[src/rtl/spi_pkg.sv]
package spi_pkg;

  typedef logic [1:0] rate_t;

  // log2 of the master half-period in system clocks
  function automatic logic [2:0] half_exp(input rate_t rate, input logic dbl);
    logic [2:0] e;
    case (rate)
      2'd0:    e = 3'd1;
      2'd1:    e = 3'd3;
      2'd2:    e = 3'd5;
      default: e = 3'd6;
    endcase
    return e - {2'b00, dbl};
  endfunction

endpackage

[src/rtl/spi_sck_gen.sv]
module spi_sck_gen #(
  parameter int DATA_W = 8,
  parameter int CNT_W  = 6
) (
  input  logic       clk,
  input  logic       rst_n,
  input  logic       start_i,
  input  logic       abort_i,
  input  logic       cpol_i,
  input  logic [2:0] half_exp_i,
  output logic       sck_o,
  output logic       busy_o,
  output logic       edge_o,
  output logic       lead_o
);
  localparam int EC_W = $clog2(2 * DATA_W);
  localparam logic [EC_W-1:0] EC_LAST = EC_W'(2 * DATA_W - 1);

  logic             busy_q, busy_d;
  logic [CNT_W-1:0] cnt_q, cnt_d;
  logic [EC_W-1:0]  ec_q, ec_d;
  logic             sck_q, sck_d;
  logic [CNT_W:0]   span;
  logic             tick;

  always_comb begin
    span = ({{CNT_W{1'b0}}, 1'b1} << half_exp_i) - 1'b1;
    tick = busy_q && ({1'b0, cnt_q} == span);
  end

  always_comb begin
    busy_d = busy_q;
    cnt_d  = cnt_q;
    ec_d   = ec_q;
    sck_d  = sck_q;
    if (abort_i) begin
      busy_d = 1'b0;
      cnt_d  = '0;
      ec_d   = '0;
      sck_d  = cpol_i;
    end else if (!busy_q) begin
      cnt_d = '0;
      ec_d  = '0;
      sck_d = cpol_i;
      if (start_i) busy_d = 1'b1;
    end else if (tick) begin
      cnt_d = '0;
      sck_d = ~sck_q;
      ec_d  = ec_q + 1'b1;
      if (ec_q == EC_LAST) busy_d = 1'b0;
    end else begin
      cnt_d = cnt_q + 1'b1;
    end
  end

  always_ff @(posedge clk or negedge rst_n) begin
    if (!rst_n) begin
      busy_q <= 1'b0;
      cnt_q  <= '0;
      ec_q   <= '0;
      sck_q  <= 1'b0;
    end else begin
      busy_q <= busy_d;
      cnt_q  <= cnt_d;
      ec_q   <= ec_d;
      sck_q  <= sck_d;
    end
  end

  assign sck_o  = busy_q ? sck_q : cpol_i;
  assign busy_o = busy_q;
  assign edge_o = tick && !abort_i;
  assign lead_o = ~ec_q[0];

  // a normal end of transfer happens only after the last edge
  a_r6_full_edge_count: assert property (@(posedge clk) disable iff (!rst_n)
    ($fell(busy_q) && !$past(abort_i)) |-> ($past(ec_q) == EC_LAST));

  // the clock level holds between divider ticks
  a_r5_hold_between_ticks: assert property (@(posedge clk) disable iff (!rst_n)
    (busy_q && ({1'b0, cnt_q} != span) && !abort_i) |=> $stable(sck_q));

endmodule

[src/rtl/spi_shift_core.sv]
module spi_shift_core #(
  parameter int DATA_W = 8
) (
  input  logic              clk,
  input  logic              rst_n,
  input  logic              load_i,
  input  logic [DATA_W-1:0] load_data_i,
  input  logic              restart_i,
  input  logic              sample_i,
  input  logic              setup_i,
  input  logic              din_i,
  output logic              dout_o,
  output logic              done_o,
  output logic [DATA_W-1:0] rx_o
);
  localparam int BC_W = $clog2(DATA_W);
  localparam logic [BC_W-1:0] BC_LAST = BC_W'(DATA_W - 1);

  logic [DATA_W-1:0] sh_q, sh_d, rx_q, rx_d;
  logic [BC_W-1:0]   bit_q, bit_d;
  logic              pend_q, pend_d, samp_q, samp_d;
  logic              last_sample;

  assign last_sample = sample_i && !restart_i && (bit_q == BC_LAST);

  always_comb begin
    sh_d   = sh_q;
    rx_d   = rx_q;
    bit_d  = bit_q;
    pend_d = pend_q;
    samp_d = samp_q;
    if (restart_i) begin
      bit_d  = '0;
      pend_d = 1'b0;
    end else if (sample_i) begin
      if (bit_q == BC_LAST) begin
        rx_d   = {sh_q[DATA_W-2:0], din_i};
        bit_d  = '0;
        pend_d = 1'b0;
      end else begin
        samp_d = din_i;
        pend_d = 1'b1;
        bit_d  = bit_q + 1'b1;
      end
    end else if (setup_i && pend_q) begin
      sh_d   = {sh_q[DATA_W-2:0], samp_q};
      pend_d = 1'b0;
    end
    if (load_i) sh_d = load_data_i;
  end

  always_ff @(posedge clk or negedge rst_n) begin
    if (!rst_n) begin
      sh_q   <= '0;
      rx_q   <= '0;
      bit_q  <= '0;
      pend_q <= 1'b0;
      samp_q <= 1'b0;
    end else begin
      sh_q   <= sh_d;
      rx_q   <= rx_d;
      bit_q  <= bit_d;
      pend_q <= pend_d;
      samp_q <= samp_d;
    end
  end

  assign dout_o = sh_q[DATA_W-1];
  assign done_o = last_sample;
  assign rx_o   = rx_q;

  // a completed byte leaves the counter ready for the next one
  a_r6_count_wraps: assert property (@(posedge clk) disable iff (!rst_n)
    done_o |=> (bit_q == '0) && !pend_q);

  // a restart clears the partial byte state
  a_r8_restart_clears: assert property (@(posedge clk) disable iff (!rst_n)
    restart_i |=> (bit_q == '0) && !pend_q);

  // a setup edge moves the held sample into the register LSB
  a_r4_setup_shifts: assert property (@(posedge clk) disable iff (!rst_n)
    (setup_i && pend_q && !restart_i && !sample_i && !load_i) |=> (sh_q[0] == $past(samp_q)));

endmodule

[src/rtl/spi_port.sv]
module spi_port #(
  parameter int DATA_W = 8,
  parameter int CNT_W  = 6
) (
  input  logic              clk,
  input  logic              rst_n,
  input  logic              cfg_wr_i,
  input  logic              cfg_master_i,
  input  logic              cfg_cpol_i,
  input  logic              cfg_cpha_i,
  input  logic [1:0]        cfg_rate_i,
  input  logic              cfg_dbl_i,
  input  logic              tx_wr_i,
  input  logic [DATA_W-1:0] tx_data_i,
  output logic [DATA_W-1:0] rx_data_o,
  output logic              flag_o,
  input  logic              flag_clr_i,
  output logic              master_o,
  input  logic              ss_n_i,
  input  logic              sck_i,
  output logic              sck_o,
  output logic              sck_oe_o,
  input  logic              mosi_i,
  output logic              mosi_o,
  output logic              mosi_oe_o,
  input  logic              miso_i,
  output logic              miso_o,
  output logic              miso_oe_o
);
  import spi_pkg::*;

  localparam int SYNC_N = 3;

  // reset: asserted at once, released after two clocks
  logic [1:0] rs_q;
  logic       rst_q;
  always_ff @(posedge clk or negedge rst_n) begin
    if (!rst_n) rs_q <= 2'b00;
    else        rs_q <= {rs_q[0], 1'b1};
  end
  assign rst_q = rs_q[1];

  // input synchronizers for bus pins
  logic [SYNC_N-1:0] ss_sy, sck_sy, mo_sy;
  always_ff @(posedge clk or negedge rst_q) begin
    if (!rst_q) begin
      ss_sy  <= '1;
      sck_sy <= '0;
      mo_sy  <= '0;
    end else begin
      ss_sy  <= {ss_sy[SYNC_N-2:0], ss_n_i};
      sck_sy <= {sck_sy[SYNC_N-2:0], sck_i};
      mo_sy  <= {mo_sy[SYNC_N-2:0], mosi_i};
    end
  end

  logic ss_s, sck_s, sck_p, mosi_s;
  assign ss_s   = ss_sy[1];
  assign sck_s  = sck_sy[1];
  assign sck_p  = sck_sy[2];
  assign mosi_s = mo_sy[1];

  // control bits and flag
  logic  mstr_q, mstr_d, cpol_q, cpha_q, dbl_q, flag_q, flag_d;
  rate_t rate_q;
  logic  fault, done;

  assign fault = mstr_q && !ss_s;

  always_comb begin
    mstr_d = mstr_q;
    if (fault)         mstr_d = 1'b0;
    else if (cfg_wr_i) mstr_d = cfg_master_i;
    flag_d = flag_q;
    if (done || fault)   flag_d = 1'b1;
    else if (flag_clr_i) flag_d = 1'b0;
  end

  always_ff @(posedge clk or negedge rst_q) begin
    if (!rst_q) begin
      mstr_q <= 1'b0;
      cpol_q <= 1'b0;
      cpha_q <= 1'b0;
      rate_q <= '0;
      dbl_q  <= 1'b0;
      flag_q <= 1'b0;
    end else begin
      mstr_q <= mstr_d;
      flag_q <= flag_d;
      if (cfg_wr_i) begin
        cpol_q <= cfg_cpol_i;
        cpha_q <= cfg_cpha_i;
        rate_q <= cfg_rate_i;
        dbl_q  <= cfg_dbl_i;
      end
    end
  end

  // master clock generation
  logic m_busy, m_edge, m_lead, m_sck, m_start, m_abort;
  assign m_abort = fault || !mstr_q;
  assign m_start = mstr_q && !fault && tx_wr_i && !m_busy;

  spi_sck_gen #(.DATA_W(DATA_W), .CNT_W(CNT_W)) sck_gen_i (
    .clk        (clk),
    .rst_n      (rst_q),
    .start_i    (m_start),
    .abort_i    (m_abort),
    .cpol_i     (cpol_q),
    .half_exp_i (half_exp(rate_q, dbl_q)),
    .sck_o      (m_sck),
    .busy_o     (m_busy),
    .edge_o     (m_edge),
    .lead_o     (m_lead)
  );

  // edge selection for both roles
  logic s_act, s_rise, s_fall, s_lead, s_trail;
  logic sample, setup, restart, load, din, dout;
  always_comb begin
    s_act   = !mstr_q && !ss_s;
    s_rise  = sck_s && !sck_p;
    s_fall  = !sck_s && sck_p;
    s_lead  = cpol_q ? s_fall : s_rise;
    s_trail = cpol_q ? s_rise : s_fall;
    if (mstr_q) begin
      sample = m_edge && (m_lead != cpha_q);
      setup  = m_edge && (m_lead == cpha_q);
      din    = miso_i;
    end else begin
      sample = s_act && (cpha_q ? s_trail : s_lead);
      setup  = s_act && (cpha_q ? s_lead : s_trail);
      din    = mosi_s;
    end
    restart = fault || (!mstr_q && ss_s);
    load    = m_start || (!mstr_q && tx_wr_i);
  end

  spi_shift_core #(.DATA_W(DATA_W)) shift_i (
    .clk         (clk),
    .rst_n       (rst_q),
    .load_i      (load),
    .load_data_i (tx_data_i),
    .restart_i   (restart),
    .sample_i    (sample),
    .setup_i     (setup),
    .din_i       (din),
    .dout_o      (dout),
    .done_o      (done),
    .rx_o        (rx_data_o)
  );

  assign flag_o    = flag_q;
  assign master_o  = mstr_q;
  assign sck_o     = m_sck;
  assign sck_oe_o  = mstr_q;
  assign mosi_o    = dout;
  assign mosi_oe_o = mstr_q;
  assign miso_o    = dout;
  assign miso_oe_o = s_act;

  // a low select in master mode demotes and flags
  a_r9_mode_fault: assert property (@(posedge clk) disable iff (!rst_q)
    fault |=> (!mstr_q && flag_q));

  // a clear with no competing set lowers the flag
  a_r10_flag_clear: assert property (@(posedge clk) disable iff (!rst_q)
    (flag_clr_i && !done && !fault) |=> !flag_q);

  // the clock generator stays stopped outside master mode
  a_r2_slave_no_clock: assert property (@(posedge clk) disable iff (!rst_q)
    !mstr_q |=> !m_busy);

endmodule

[config.mk]
export PLATFORM = sky130hd
export DESIGN_NAME = spi_port
export DESIGN_NICKNAME = d
export VERILOG_FILES = /design/src/rtl/spi_pkg.sv /design/src/rtl/spi_sck_gen.sv /design/src/rtl/spi_shift_core.sv /design/src/rtl/spi_port.sv
export SDC_FILE = /design/constraint.sdc
export NUM_CORES = 1
export LEC_CHECK = 0
export ABC_AREA = 1
export BUFFER_PORTS_ARGS = -buffer_cell sky130_fd_sc_hd__buf_2
export CAP_MARGIN = 20
export CORE_ASPECT_RATIO = 0.5
export CORE_MARGIN = 2
export CORE_UTILIZATION = 56
export CTS_CLUSTER_SIZE = 25
export DETAILED_ROUTE_END_ITERATION = 10
export HOLD_SLACK_MARGIN = 0.05
export PLACE_DENSITY_LB_ADDON = 0.3
export SETUP_SLACK_MARGIN = 0.4
export SYNTH_ARGS = -nofsm -noshare
export SYNTH_HDL_FRONTEND = slang
export SYNTH_HIERARCHICAL = 1
export SYNTH_SLANG_ARGS = --single-unit
[constraint.sdc]
create_clock -name clk -period 1.95 [get_ports clk]
set_clock_uncertainty 0.15 [all_clocks]
set_input_delay 0.4875 -clock clk [delete_from_list [all_inputs] [get_ports clk]]
set_output_delay 0.4875 -clock clk [all_outputs]
set_load 0.005 [all_outputs]
==> results of run 1 <==
## cells by family (layout without fill, tap and decap cells)
family,after synthesis,count (layout),share of synthesized area (%)
adder cells (fa/ha/maj),8,8,3.935
other,1,1,0.1474
AND/OR/NAND/NOR,189,191,33.10
AO/OA/AOI/OAI,17,17,3.787
XOR/XNOR,8,8,2.755
buffers and inverters,43,113,7.526
multiplexers,1,1,0.4427
flip-flops,49,49,48.30
## worst max path at each step
stage                          startpoint                     endpoint  slack, ns  cells past startpoint
floorplan           rate_q[1]$_DFFE_PN0P_  shift_i/sh_q[7]$_DFFE_PN0P_      -0.52                     19
global placement    rate_q[0]$_DFFE_PN0P_  shift_i/sh_q[3]$_DFFE_PN0P_      -0.58                     20
detailed placement  rate_q[0]$_DFFE_PN0P_  shift_i/sh_q[6]$_DFFE_PN0P_      -0.66                     20
CTS                 rate_q[0]$_DFFE_PN0P_  shift_i/sh_q[6]$_DFFE_PN0P_      -0.61                     19
global route        rate_q[0]$_DFFE_PN0P_  shift_i/sh_q[0]$_DFFE_PN0P_      -0.86                     20
finish              rate_q[0]$_DFFE_PN0P_  shift_i/sh_q[3]$_DFFE_PN0P_      -0.64                     20
## cells in the mapped netlist
library cell / n
sky130_fd_sc_hd__o21bai_1: 2
sky130_fd_sc_hd__conb_1: 1
sky130_fd_sc_hd__mux2_2: 1
sky130_fd_sc_hd__nand2_2: 4
sky130_fd_sc_hd__xor2_1: 5
sky130_fd_sc_hd__a21oi_1: 2
sky130_fd_sc_hd__nor3_1: 1
sky130_fd_sc_hd__buf_6: 1
sky130_fd_sc_hd__o21ai_0: 10
sky130_fd_sc_hd__inv_2: 3
sky130_fd_sc_hd__dfstp_2: 2
sky130_fd_sc_hd__buf_2: 1
sky130_fd_sc_hd__or2_1: 1
sky130_fd_sc_hd__nand2_4: 1
sky130_fd_sc_hd__ha_1: 8
sky130_fd_sc_hd__nor4_1: 2
sky130_fd_sc_hd__dfrtp_1: 47
sky130_fd_sc_hd__nand2_1: 106
sky130_fd_sc_hd__buf_4: 5
sky130_fd_sc_hd__nor2_4: 1
sky130_fd_sc_hd__nor2_2: 4
sky130_fd_sc_hd__nand3_4: 2
sky130_fd_sc_hd__inv_1: 32
sky130_fd_sc_hd__nor2_1: 20
sky130_fd_sc_hd__inv_4: 1
sky130_fd_sc_hd__nand4_1: 2
sky130_fd_sc_hd__a211oi_1: 1
sky130_fd_sc_hd__nand3_1: 45
sky130_fd_sc_hd__o21ai_1: 1
sky130_fd_sc_hd__o21ai_2: 1
sky130_fd_sc_hd__xnor2_1: 3
## routing by layer
| metal | wire length [microns] | global-route usage [%] | share of wire, % |
|---|---|---|---|
| met1 | 2772 | 30.72 | 44 |
| met2 | 3143 | 44.71 | 50 |
| met3 | 250 | 4.973 | 4.0 |
| met4 | 119 | 8.447 | 1.9 |
| met5 | 0 | 0 | 0 |
## state kept, by name, indices dropped and copies added, names as in the netlist, 2 cells and up
register,count
rate_q,2
shift_i/rx_o,8
ss_sy,2
shift_i/sh_q,8
rs_q,2
sck_gen_i/ec_q,4
sck_sy,3
mo_sy,2
shift_i/bit_q,3
sck_gen_i/cnt_q,6
## worst max-delay path: cells and delay by family (launching register included)
family,cells,cell delay [ns]
xor+xnor,1,0.14
fa+ha+maj,1,0.16
buf+inv,4,0.40
flops,1,0.39
simple gates,14,1.25
## layout make-up
| class | count | area [sq um] | area share [%] |
|---|---|---|---|
| multi-input combinational | 226 | 1335 | 39.90 |
| sequential | 49 | 1231 | 36.80 |
| timing repair buffer | 69 | 478.0 | 14.29 |
| inverter | 36 | 147.6 | 4.413 |
| clock buffer | 6 | 72.57 | 2.169 |
| tap | 57 | 71.32 | 2.132 |
| clock inverter | 2 | 10.01 | 0.2992 |
## power breakdown
group	internal, mW	switching [mW]
combinational	0.237	0.312
sequential	1.10	0.0867
clock	0.249	0.338
## through the flow
stage                     setup slack (ns)  cells  util, %
final                              -0.6415    445    76.36
after detailed placement           -0.6643    422    68.13
after CTS                          -0.6115    440    73.87
after global placement             -0.5830    422    68.13
after global routing               -0.8636    445    76.36
after floorplan                    -0.5219    316        -
## repair_timing
action	in CTS	in global routing
gates cloned	2	0
endpoints found under the setup margin	39	39
resized for setup	20	21
pin swaps	9	6
hold endpoints to repair	2	0
hold buffers	1	0
buffers inserted	7	5
==> run summary, run 1 <==
number of clock sinks -> 49
CP endpoint kind -> flop
first-pass GRT wire length -> 9.887 mm
layout overhead on the synthesized area -> 31.53%
Syn Inst Count -> 316
number of buffers on the longest clock path -> 2
ratio of total power to cell area -> 695.4 nW/um^2
Std-Cell Rows -> 17
sum of negative setup slack -> -16.75 ns
total of warnings raised by yosys -> 6
kind of launch point of the worst setup path -> flop
root buf cell -> sky130_fd_sc_hd__clkbuf_8
chain of cells forming the critical path -> nand2_1, inv_1, ha_2, nand2_2, xor2_1, buf_4, inv_6, nand3_2, nand3_2, nor2_4, nand3_4, nor2_4, nand2_1, or2_1, nand2_2, nand2_2, inv_2, nand2_8, nand3_2, nand2_2
part of the cycle the worst path needs -> 132.9%
final setup violation count -> 34
unrepaired setup endpoints after global routing -> true
final routed wire length divided by cell count -> 14.12 microns
Chip Width -> 99.32 microns
total placed instance area -> 2985 sq um
design area -> 3346 sq um
TritonCTS clock tree -> yes
wirelength, routed -> 6.285 mm
final weighted congestion in routability-driven placement -> 0.9361
cell taking the most area after synthesis -> sky130_fd_sc_hd__dfrtp_1
number of global-route vias before repair -> 2224
PnR worst setup slack -> -0.6415 ns
final hold violation count -> 0
post-synthesis area per instance -> 8.050 sq um
IO Pins -> 39
worst hold-check path type -> reg -> async
HPWL after DPL -> 3.846 mm
worst hold slack -> 0.1300 ns
sequential share of the synthesized area -> 48.30%
Port-buffer cells -> 38
iteration-0 DRC count of the detailed router -> 108
clock buffer count from CTS -> 5
number of synthesized register bits -> 49
Max-cap violations -> 0
ratio of routed vias to standard cells -> 5.231
Tot Pwr -> 2.326 mW
GRT overflow -> 0
most common cell after layout, fill and taps aside -> sky130_fd_sc_hd__nand2_1
biggest area contributors in the synthesized netlist -> sky130_fd_sc_hd__dfrtp_1, sky130_fd_sc_hd__nand2_1, sky130_fd_sc_hd__nand3_1
Core ar. -> 4382 sq um
pin count of the biggest net entering global routing -> 29
initial core utilization -> 58.05%
Clock transition at path regs -> 0.09 ns
outcome -> finished with violations
fraction of final layout cells sized beyond drive strength 1 -> 35.31%
post-synth net total -> 347
total vias in the final route -> 2328
highest fanout seen on the critical path -> 8
worst flop-to-flop path startpoint -> rate_q[0]$_DFFE_PN0P_
Final Net Count -> 418
fmax -> 385.9 MHz
delay contributed by the slowest stage of the critical path -> 0.39 ns
internal reg-to-reg setup slack -> -0.64 ns
number of diodes -> 0
critical register-to-register path endpoint -> shift_i/sh_q[3]$_DFFE_PN0P_
commonest non-fill, non-tap cells in the layout -> sky130_fd_sc_hd__nand2_1, sky130_fd_sc_hd__dfrtp_1, sky130_fd_sc_hd__buf_2, sky130_fd_sc_hd__nand3_1, sky130_fd_sc_hd__inv_1
number of optimization iterations in the first detailed-route pass -> 4
residual DRC count -> 0
Worst Path Arrival -> 2.64 ns
required time of the worst setup path -> 2.00 ns
area share of the largest cell type after synthesis -> 46.24%
worst-path cell with the longest stage delay -> sky130_fd_sc_hd__dfrtp_1
Netlist Area Pre-Place -> 2544 sq um
Skew-Pair Late Insertion Delay -> 0.31 ns
type of the worst setup path -> reg -> reg
DIE AREA -> 5130 sq um
# H-tree levels -> 2
cell seen most often among critical-path stages -> sky130_fd_sc_hd__nand2_2
number of slew-limit violations in the final report -> 0
reg2reg path depth -> 20
total routing usage reported by global routing -> 24.89%
transition at the pin with the smallest max-transition slack -> 0.7096 ns
Final ANT Viol Nets -> 0
time the final worst path needs with I/O delays and setup -> 2.592 ns
standby leakage power -> 1.760 nW
violated checks -> negative setup slack
Yosys cell types -> 31
relative slew slack -> 52.65%
initial antenna violation count -> 0
Max rail drop VDD -> 439.9 uV
Chip Height -> 51.66 microns
number of fillers in the final layout -> 286
Power figures use the tool's default switching activity.
==> inputs of run 2 (changes only) <==
--- a/config.mk
+++ b/config.mk
@@ -8,9 +8,11 @@
 export ABC_AREA = 1
 export BUFFER_PORTS_ARGS = -buffer_cell sky130_fd_sc_hd__buf_2
 export CAP_MARGIN = 20
+export CELL_PAD_IN_SITES_DETAIL_PLACEMENT = 1
+export CELL_PAD_IN_SITES_GLOBAL_PLACEMENT = 1
 export CORE_ASPECT_RATIO = 0.5
 export CORE_MARGIN = 2
-export CORE_UTILIZATION = 56
+export CORE_UTILIZATION = 42
 export CTS_CLUSTER_SIZE = 25
 export DETAILED_ROUTE_END_ITERATION = 10
 export HOLD_SLACK_MARGIN = 0.05
==> run summary, run 2 (same netlist as run 1, synthesis figures left out) <==
clock buffer count from CTS -> 5
ratio of total power to cell area -> 780.5 nW/um^2
HPWL after DPL -> 5.078 mm
number of clock sinks -> 49
first-pass GRT wire length -> 15.06 mm
root buf cell -> sky130_fd_sc_hd__clkbuf_16
violated checks -> negative setup slack
PnR worst setup slack -> -0.8451 ns
Critical Path Start -> rate_q[0]$_DFFE_PN0P_
reg2reg path depth -> 20
Min-Delay Path Depth -> 1
kind of launch point of the worst setup path -> flop
initial antenna violation count -> 0
outcome -> finished with violations
residual DRC count -> 0
total routing usage reported by global routing -> 29.95%
Port-buffer cells -> 38
destination of the worst hold path -> mo_sy[0]$_DFF_PN0_
transition at the pin with the smallest max-transition slack -> 0.8166 ns
Core ar. -> 5658 sq um
time the final worst path needs with I/O delays and setup -> 2.795 ns
highest fanout seen on the critical path -> 8
wirelength, routed -> 10.28 mm
Chip Width -> 114.1 microns
sum of negative setup slack -> -23.90 ns
final weighted congestion in routability-driven placement -> 0.8254
design area -> 3545 sq um
final standard cell utilization of the core -> 62.65%
number of diodes -> 0
final setup violation count -> 34
number of global-route vias before repair -> 2840
internal reg-to-reg setup slack -> -0.85 ns
Chip Height -> 59.03 microns
standby leakage power -> 1.829 nW
fraction of final layout cells sized beyond drive strength 1 -> 37.44%
# H-tree levels -> 2
iteration-0 DRC count of the detailed router -> 145
Skew-Pair Late Insertion Delay -> 0.29 ns
unrepaired setup endpoints after global routing -> true
Std-Cell Rows -> 19
number of buffers on the longest clock path -> 2
final hold violation count -> 0
total vias in the final route -> 2663
required time of the worst setup path -> 1.98 ns
DIE AREA -> 6733 sq um
CP endpoint kind -> flop
worst flop-to-flop path startpoint -> rate_q[0]$_DFFE_PN0P_
critical register-to-register path endpoint -> shift_i/sh_q[6]$_DFFE_PN0P_
fmax -> 357.8 MHz
layout overhead on the synthesized area -> 39.35%
type of the worst setup path -> reg -> reg
initial core utilization -> 44.96%
Clock transition at path regs -> 0.07 ns
relative slew slack -> 45.50%
GRT overflow -> 0
TritonCTS clock tree -> yes
Final ANT Viol Nets -> 0
worst hold-check path type -> in -> reg
number of slew-limit violations in the final report -> 0
ratio of routed vias to standard cells -> 5.752
pin count of the biggest net entering global routing -> 30
Final Net Count -> 420
Max-cap violations -> 0
most common cell after layout, fill and taps aside -> sky130_fd_sc_hd__nand2_1
IO Pins -> 39
total placed instance area -> 3083 sq um
part of the cycle the worst path needs -> 143.3%
number of optimization iterations in the first detailed-route pass -> 4
Max rail drop VDD -> 538.3 uV
final routed wire length divided by cell count -> 22.20 microns
Worst Path Arrival -> 2.82 ns
commonest non-fill, non-tap cells in the layout -> sky130_fd_sc_hd__nand2_1, sky130_fd_sc_hd__dfrtp_1, sky130_fd_sc_hd__buf_2, sky130_fd_sc_hd__nand3_1, sky130_fd_sc_hd__inv_1
hold wc startpoint -> mosi_i
==> run 2: cell count changes in the layout (fill, tap and decap cells not counted), sizes merged <==
cell	change
buf	+2
clkinv	-1
clkinvlp	+1
clkbuf	-1
inv	+1
==> run 2: timing repair <==
item                       CTS  global route
hold endpoints to repair     2             0
pin swaps                   12            11
setup endpoints to repair   37            39
buffers inserted             4             3
cloned                       2             0
hold buffers                 1             0
gates resized for setup     33            26
==> run 2: stage by stage <==
| step | worst slack [ns] | hold WS [ns] | power [mW] | instances |
|---|---|---|---|---|
| after floorplan | -0.5219 | 0.04191 | 1.524 | 316 |
| after global placement | -0.5754 | 0.1232 | 1.686 | 445 |
| after detailed placement | -0.7437 | 0.1250 | 1.727 | 445 |
| after CTS | -0.7016 | 0.1402 | 2.649 | 460 |
| after global routing | -0.9533 | 0.1478 | 2.867 | 463 |
| final | -0.8451 | 0.1510 | 2.766 | 463 |
==> run 2: report_power, final <==
| part | total (mW) | switching [mW] | leakage (nW) | internal, mW |
|---|---|---|---|---|
| clock | 0.904 | 0.424 | 0.0702 | 0.479 |
| sequential | 1.22 | 0.111 | 0.631 | 1.10 |
| combinational | 0.647 | 0.386 | 1.13 | 0.261 |
| total | 2.77 | 0.922 | 1.83 | 1.84 |
==> run 2: worst max-delay path: stages, from the launching register on <==
cell and delay (ns):
sky130_fd_sc_hd__dfrtp_1 0.40, sky130_fd_sc_hd__nand2_2 0.09, sky130_fd_sc_hd__inv_2 0.04, sky130_fd_sc_hd__ha_4 0.15
sky130_fd_sc_hd__nand2_2 0.05, sky130_fd_sc_hd__xor2_1 0.16, sky130_fd_sc_hd__buf_6 0.18, sky130_fd_sc_hd__nor2_4 0.05
sky130_fd_sc_hd__nor2_2 0.12, sky130_fd_sc_hd__nand2_1 0.08, sky130_fd_sc_hd__nor2_2 0.17, sky130_fd_sc_hd__nand3_4 0.11
sky130_fd_sc_hd__nor2_4 0.15, sky130_fd_sc_hd__nand2_2 0.07, sky130_fd_sc_hd__or2_1 0.22, sky130_fd_sc_hd__nand2_2 0.10
sky130_fd_sc_hd__nand2_4 0.08, sky130_fd_sc_hd__inv_4 0.08, sky130_fd_sc_hd__nand2_8 0.08, sky130_fd_sc_hd__nand3_2 0.08
sky130_fd_sc_hd__nand2_1 0.06
==> run 2: layer usage <==
metal  GRT usage [%]  wire length, microns
met3           5.930                   550
met2           55.27                  5129
met4           12.37                   497
met1           35.08                  4103
met5               0                     0
==> run 2: area by class of cell <==
cell class                      instances  area [sq um]
Inverter                               36         155.1
Tap cell                               73         91.34
Clock buffer                            5         125.1
Clock inverter                          3         21.27
Timing Repair Buffer                   71         519.2
Sequential cell                        49          1231
Multi-Input combinational cell        226          1401
Fill cell                             677          2113
==> run 2: how the worst max path moves through the flow <==
stage                                              to
after global routing      shift_i/sh_q[6]$_DFFE_PN0P_
after CTS                 shift_i/sh_q[2]$_DFFE_PN0P_
after global placement    shift_i/sh_q[0]$_DFFE_PN0P_
after detailed placement  shift_i/sh_q[2]$_DFFE_PN0P_
after floorplan           shift_i/sh_q[7]$_DFFE_PN0P_
final                     shift_i/sh_q[6]$_DFFE_PN0P_
